===== src/rtl/tree_bubble_sorter.sv =====
`timescale 1ns/1ps
module tree_bubble_sorter #(
  parameter int P = 8,
  parameter int W = 8
) (
  input  logic           clk,
  input  logic           rst_n,
  input  logic           load_i,
  input  logic [P*W-1:0] data_i,
  output logic           done_o,
  output logic [P*W-1:0] sorted_o
);
  localparam int LG = $clog2(P);
  localparam int CW = LG + 1;
  localparam int N  = 2 * P;

  // leaves
  logic [W-1:0]  lval [P];
  logic          lv   [P];
  // inner cells: one slot per child side
  logic [W-1:0]  sl [1:P-1];
  logic [W-1:0]  sr [1:P-1];
  logic          vl [1:P-1];
  logic          vr [1:P-1];
  logic [CW-1:0] reml [1:P-1];
  logic [CW-1:0] remr [1:P-1];
  // offers, takes and gives
  logic          pick_l [1:P-1];
  logic          cv     [1:N-1];
  logic [W-1:0]  cval   [1:N-1];
  logic          tl     [1:P-1];
  logic          tr     [1:P-1];
  logic          gv     [1:N-1];
  // downward steering pipeline
  logic          dv    [LG];
  logic [W-1:0]  dval  [LG];
  logic [CW-1:0] dnode [LG];
  logic [CW-1:0] drank [LG];
  logic [CW-1:0] nn    [LG];
  logic [CW-1:0] nr    [LG];
  logic [CW-1:0] ecnt, wcnt;
  logic          emit;
  logic [W-1:0]  emit_val;

  function automatic logic [CW-1:0] half_leaves(input int n);
    int s, m;
    s = P;
    m = n;
    for (int k = 0; k < LG; k++)
      if (m > 1) begin
        m = m / 2;
        s = s / 2;
      end
    return CW'(s / 2);
  endfunction

  always_comb begin
    for (int n = 1; n < P; n++) begin
      pick_l[n] = vl[n] && (vr[n] ? (sl[n] <= sr[n]) : (remr[n] == '0));
      cv[n]     = pick_l[n] || (vr[n] && (vl[n] ? (sr[n] < sl[n]) : (reml[n] == '0)));
      cval[n]   = pick_l[n] ? sl[n] : sr[n];
    end
    for (int i = 0; i < P; i++) begin
      cv[P+i]   = lv[i];
      cval[P+i] = lval[i];
    end
    for (int n = 1; n < P; n++) begin
      tl[n] = !vl[n] && cv[2*n];
      tr[n] = !vr[n] && cv[2*n+1];
    end
    gv[1] = cv[1];
    for (int c = 2; c < N; c++)
      gv[c] = (c % 2 == 1) ? tr[c/2] : tl[c/2];
  end

  always_comb begin
    for (int k = 0; k < LG; k++) begin
      if (drank[k] <= CW'(P >> (k + 1))) begin
        nn[k] = CW'(dnode[k] << 1);
        nr[k] = drank[k];
      end else begin
        nn[k] = CW'(dnode[k] << 1) | CW'(1);
        nr[k] = drank[k] - CW'(P >> (k + 1));
      end
    end
  end

  assign emit     = cv[1];
  assign emit_val = cval[1];

  always_ff @(posedge clk) begin
    if (!rst_n) begin
      for (int i = 0; i < P; i++) begin
        lv[i]   <= 1'b0;
        lval[i] <= '0;
      end
      for (int n = 1; n < P; n++) begin
        vl[n] <= 1'b0; vr[n] <= 1'b0;
        sl[n] <= '0;   sr[n] <= '0;
        reml[n] <= '0; remr[n] <= '0;
      end
      for (int k = 0; k < LG; k++) begin
        dv[k] <= 1'b0; dval[k] <= '0; dnode[k] <= '0; drank[k] <= '0;
      end
      ecnt     <= '0;
      wcnt     <= '0;
      done_o   <= 1'b0;
      sorted_o <= '0;
    end else if (load_i) begin
      for (int i = 0; i < P; i++) begin
        lv[i]   <= 1'b1;
        lval[i] <= data_i[i*W +: W];
      end
      for (int n = 1; n < P; n++) begin
        vl[n] <= 1'b0;
        vr[n] <= 1'b0;
        reml[n] <= half_leaves(n);
        remr[n] <= half_leaves(n);
      end
      for (int k = 0; k < LG; k++) dv[k] <= 1'b0;
      ecnt   <= '0;
      wcnt   <= '0;
      done_o <= 1'b0;
    end else begin
      for (int i = 0; i < P; i++)
        if (gv[P+i]) lv[i] <= 1'b0;
      for (int n = 1; n < P; n++) begin
        if (tl[n]) begin
          sl[n]   <= cval[2*n];
          vl[n]   <= 1'b1;
          reml[n] <= reml[n] - CW'(1);
        end else if (gv[n] && pick_l[n]) begin
          vl[n] <= 1'b0;
        end
        if (tr[n]) begin
          sr[n]   <= cval[2*n+1];
          vr[n]   <= 1'b1;
          remr[n] <= remr[n] - CW'(1);
        end else if (gv[n] && !pick_l[n]) begin
          vr[n] <= 1'b0;
        end
      end
      dv[0]    <= emit;
      dval[0]  <= emit_val;
      dnode[0] <= CW'(1);
      drank[0] <= ecnt + CW'(1);
      if (emit) ecnt <= ecnt + CW'(1);
      for (int k = 1; k < LG; k++) begin
        dv[k]    <= dv[k-1];
        dval[k]  <= dval[k-1];
        dnode[k] <= nn[k-1];
        drank[k] <= nr[k-1];
      end
      done_o <= 1'b0;
      if (dv[LG-1]) begin
        sorted_o[int'(nn[LG-1][LG-1:0])*W +: W] <= dval[LG-1];
        wcnt   <= wcnt + CW'(1);
        done_o <= (wcnt == CW'(P - 1));
      end
    end
  end
endmodule


===== config.mk =====
export PLATFORM = sky130hd
export DESIGN_NAME = tree_bubble_sorter
export DESIGN_NICKNAME = d
export VERILOG_FILES = /design/src/rtl/tree_bubble_sorter.sv
export SDC_FILE = /design/constraint.sdc
export NUM_CORES = 1
export LEC_CHECK = 0
export ABC_AREA = 1
export BUFFER_PORTS_ARGS = -buffer_cell sky130_fd_sc_hd__clkbuf_2
export CAP_MARGIN = 40
export CORE_UTILIZATION = 55
export CTS_CLUSTER_DIAMETER = 200
export DETAILED_ROUTE_END_ITERATION = 8
export PLACE_DENSITY = 0.77
export SYNTH_ARGS = -nofsm -noshare
export SYNTH_HDL_FRONTEND = slang
export SYNTH_SLANG_ARGS = --single-unit

===== constraint.sdc =====
create_clock -name clk -period 3.5 [get_ports clk]
set_input_delay 0.525 -clock clk [delete_from_list [all_inputs] [get_ports clk]]
set_output_delay 0.525 -clock clk [all_outputs]
set_load 0.02 [all_outputs]

# Word level (Yosys, flattened, before mapping)
# Memory sizes are Yosys's and may differ from the RTL's.
# Index checks and enable logic that the tools add are counted.
# word_totals
ff_bits,73
ram_bits,305
inputBits,67
elab_cells,612
n_memories,12
# mem_list
name,words,width,read_ports,rd_ports_with_merged_regs,wr,line,source
lval,8,8,8,0,8,18,logic [W-1:0] lval [P];
sl,7,8,7,0,7,21,logic [W-1:0] sl [1:P-1];
sr,7,8,7,0,7,22,logic [W-1:0] sr [1:P-1];
reml,7,4,7,0,7,25,logic [CW-1:0] reml [1:P-1];
remr,7,4,7,0,7,26,logic [CW-1:0] remr [1:P-1];
dval,3,8,3,0,3,36,logic [W-1:0] dval [LG];
6 more memories,-,-,-,-,-,-,
# classes
n_addsub,29
magnitude_cmp,23
n_eq_ne,1
shift,2
mux,318
bitwise_logic,136
reduce_logical,87
# ops
operator,count
32-bit 2-to-1 mux,35
8-bit 2-to-1 mux,32
32-bit by 1-bit adder with 32-bit output,7
1-bit 2-to-1 mux,214
"32-bit by 2-bit greater-than comparator with 1-bit output, second input constant",6
4-bit 2-to-1 mux,36
1-bit OR,123
64-bit bitwise mux,1
"8-bit by 33-bit variable shift with 64-bit output, first input constant",1
8-bit by 33-bit variable part select with 64-bit output,1
8-bit less-or-equal comparator,7
4-bit logical NOT,14
8-bit less-than comparator,7
"4-bit by 1-bit subtractor with 4-bit output, second input constant",14
1-bit logical AND,42
6-bit negator with 33-bit output,1
1-bit logical NOT,21
4-bit by 1-bit adder with 4-bit output,3
1-bit bitwise AND,10
"4-bit by 1-bit adder with 4-bit output, second input constant",2
1-bit logical OR,7
"4-bit by 3-bit == test with 1-bit output, second input constant",1
"4-bit by 1-bit less-or-equal comparator with 1-bit output, second input constant",1
"4-bit by 2-bit less-or-equal comparator with 1-bit output, second input constant",1
other kinds (7),9

# Longest topological paths before layout
# depth
word_depth,16
depth_mapped,15
depth_no_buf,15

# Least setup slack after synthesis
# Ideal clock, no wire load.
# synth_timing
path_kind,input to register
from,input load_i
to,"memory lval[0][0], enable pin"
arrival_ns,3.113
required_time_ns,3.048
setup_slack_ns,-0.066
path_stages,5
path_buffers,3
path_cell_list,buf_2 > nor2_4 > clkinv_1 > clkbuf_1 > clkbuf_1
# synth_rtl
element,line,source
"start, declared",8,"input logic load_i,"
"end, declared",18,

==> flow_summary.toml <==
[outcome]
run_status = "completed"

[floorplan]
start_util_pct = 56.1
die_height_um = 182
core_um2 = 31700
rows = 65
dieWidth_um = 182
dieArea_um2 = 33100
io_pins = 132

[timing]
max_freq_ghz = 0.362
layout_setup_ws_ns = 0.737
fin_crit_ns = 2.76
drv_slew = 0
relSlewSlack_pct = 49.3
hold_violations = 0
worst_pin_slew_ns = 0.761
finalSetupTns_ns = 0
finClkSkew_ns = 0.0226
finalSetupViolCount = 0
rsz0062_at_grt = "false"
post-route-period-util_pct = 78.9

[clock_network]
clkTransAtPathRegs_ns = 0.06
clock_latency_ns = 0.52
cts_sinks = 368
cts_buffers = 39
root_buffer = "clkbuf_16"
cts_tree = "built"
cts_setup_buffers = 0
ctsResizeCount = 0
htree_levels = 2
cts_hold_buffers = 0
clockBufferDepth = 3

[grt]
grt_start_max_net_pins = 66
grt.total_usage_pct = 21.4
grt_first_pass_wirelength_um = 57600
antenna_found_initial = 0
grt_overflow_total = 0
grt_pass1_vias = 12300

[yosys]
yosysTopAreaCellShare_pct = 48.9
syn_avg_cell_area_um2 = 9.23
synth_ff_type = "edfxtp_1"
async_flop_share_pct = 0
ys_seq_area_share_pct = 57.7
syn_area_um2 = 17800
yosys-top-cells-area = "edfxtp_1, dfxtp_1, nor2_1"
ys_seq_elements = 368
synth-edff-count = 290
synth_cells = 1927
yosysTopAreaCell = "edfxtp_1"
ys_types = 40
yosysWarningCount = 0

[cells_and_area]
num_antenna_cells = 0
fillers = 2568
area_delta_synth_final_pct = 12.7
layout.nets = 2221
final_common_cell = "nor2_1"
layout_common_cells = "nor2_1, inv_1, edfxtp_1"
drive_above_1_share_pct = 11.9

[setup_path]
path_class = "reg2reg"
worstPathCellList = "nor3_4 > ha_1 > ha_1 > inv_1 > nand2_1 > inv_2 > nand2_4 > nor2_1 > nand2_1 > o21ai_1 > nor2_1"
end_kind = "register"
cpMaxStageDelayCell = "nor2_1"
start_kind = "register"
worst_path_largest_cell_delay_ns = 0.51
critPathArrivalTime_ns = 3.15
critical_path_required_ns = 3.89
critical_path_peak_fanout = 14

[flow_run]
cap_violations = 0

[routing]
vias = 12700
first_pass_iters = 6
via_per_inst = 5.08
wl_per_cell_um = 13.7
totalWireLength_um = 34300
drt_iter0_drc = 798
postRouteAntennaNets = 0
drcViolationCount = 0

[worst_hold_path]
hold_class = "in2reg"

[pwr]
pwr_density_cell_nw_per_um2 = 503
p_leak_nw = 9.03
ir_drop_uv = 441

[placed_design]
port_buffers = 131
hpwl_um = 24800
place_congestion = 0.937
dp_slack_ns = 0.749
[worst paths after layout]
kind | start | end | slack (ns) | cells past startpoint
worst max-delay path | drank[0][9] | sorted_o[46] | 0.74 | 11
worst min-delay path | data_i[59] | lval[1][27] | 0.26 | 3
worst max register to register | drank[0][9] | sorted_o[46] | 0.74 | 11
worst min register to register | lv[1][3] | lv[1][3] | 0.46 | 2
[metal layers]
layer / vias up / GRT usage (%) / part of all wire, %
met5: - / 0 / 0
li1: 6452 / - / -
met4: 0 / 7.73 / 2.7
met3: 82 / 2.89 / 5.1
met1: 5783 / 26.8 / 43
met2: 362 / 38.0 / 49
[cell usage after synthesis, types with 9 or more instances]
cell        n
o21ai_0    66
a21oi_1    87
o21a_1      9
clkbuf_1   32
inv_1     366
dfxtp_1    78
nor3_1     34
nand2_2    11
nand2_1   282
edfxtp_1  290
nand3_1   100
ha_1       89
xnor2_1    20
nor2_1    376
[sequential cells by signal (all words and copies together), names as in the netlist]
name / count
dv: 3
dnode: 3
dval: 24
lv: 8
vr: 7
vl: 7
remr: 28
done_o: 1
wcnt: 4
reml: 28
sorted_o: 64
drank: 11
sr: 56
ecnt: 4
sl: 56
lval: 64
[worst max-delay path: cells and delay by family (launching register included)]
family / cells / cell delay, ns
compound gates: 1 / 0.10
simple gates: 6 / 1.23
fa+ha+maj: 2 / 0.49
flops: 1 / 0.41
buf+inv: 2 / 0.41
[power by group]
part | internal (mW) | switching, mW
Sequential | 5.01 | 0.149
Clock | 2.23 | 1.61
Combinational | 0.356 | 0.731
Total | 7.59 | 2.49
[per-stage QoR]
| stage | cells | total power [mW] | util (%) | area [um2] | hold WS (ns) |
|---|---|---|---|---|---|
| 6_report | 2495 | 10.1 | 63.2 | 20100 | 0.260 |
| 5_1_grt | 2495 | 10.5 | 63.2 | 20100 | 0.258 |
| 4_1_cts | 2495 | 10.2 | 63.2 | 20100 | 0.240 |
| 3_5_place_dp | 2426 | 6.33 | 59.4 | 18900 | 0.452 |
| 3_3_place_gp | 2425 | 6.26 | 59.4 | 18800 | 0.444 |
| 2_1_floorplan | 1929 | 6.00 | - | 17800 | 0.432 |
[cell type report]
type	count	area (um2)	area share, %
Inverter	373	1400	6.99
Clock buffer	52	1110	5.53
Multi-Input combinational cell	1137	5900	29.4
Timing Repair Buffer	146	778	3.88
Clock inverter	17	91.3	0.455
Tap cell	402	503	2.51
Sequential cell	368	10300	51.2
[cells by family (layout without fill, tap and decap cells)]
family | count (synthesis) | after routing | share of synthesized area, %
xor gates and xnor gates | 23 | 23 | 1.13
buffers and inverters | 424 | 588 | 9.21
adders and majority gates | 89 | 89 | 6.26
and+or+nand+nor | 836 | 836 | 19.7
other | 1 | 3 | 0.0211
DFF | 368 | 368 | 57.7
AOI/OAI and AO/OA | 186 | 186 | 6.01
(Power assumes the default switching activity.)
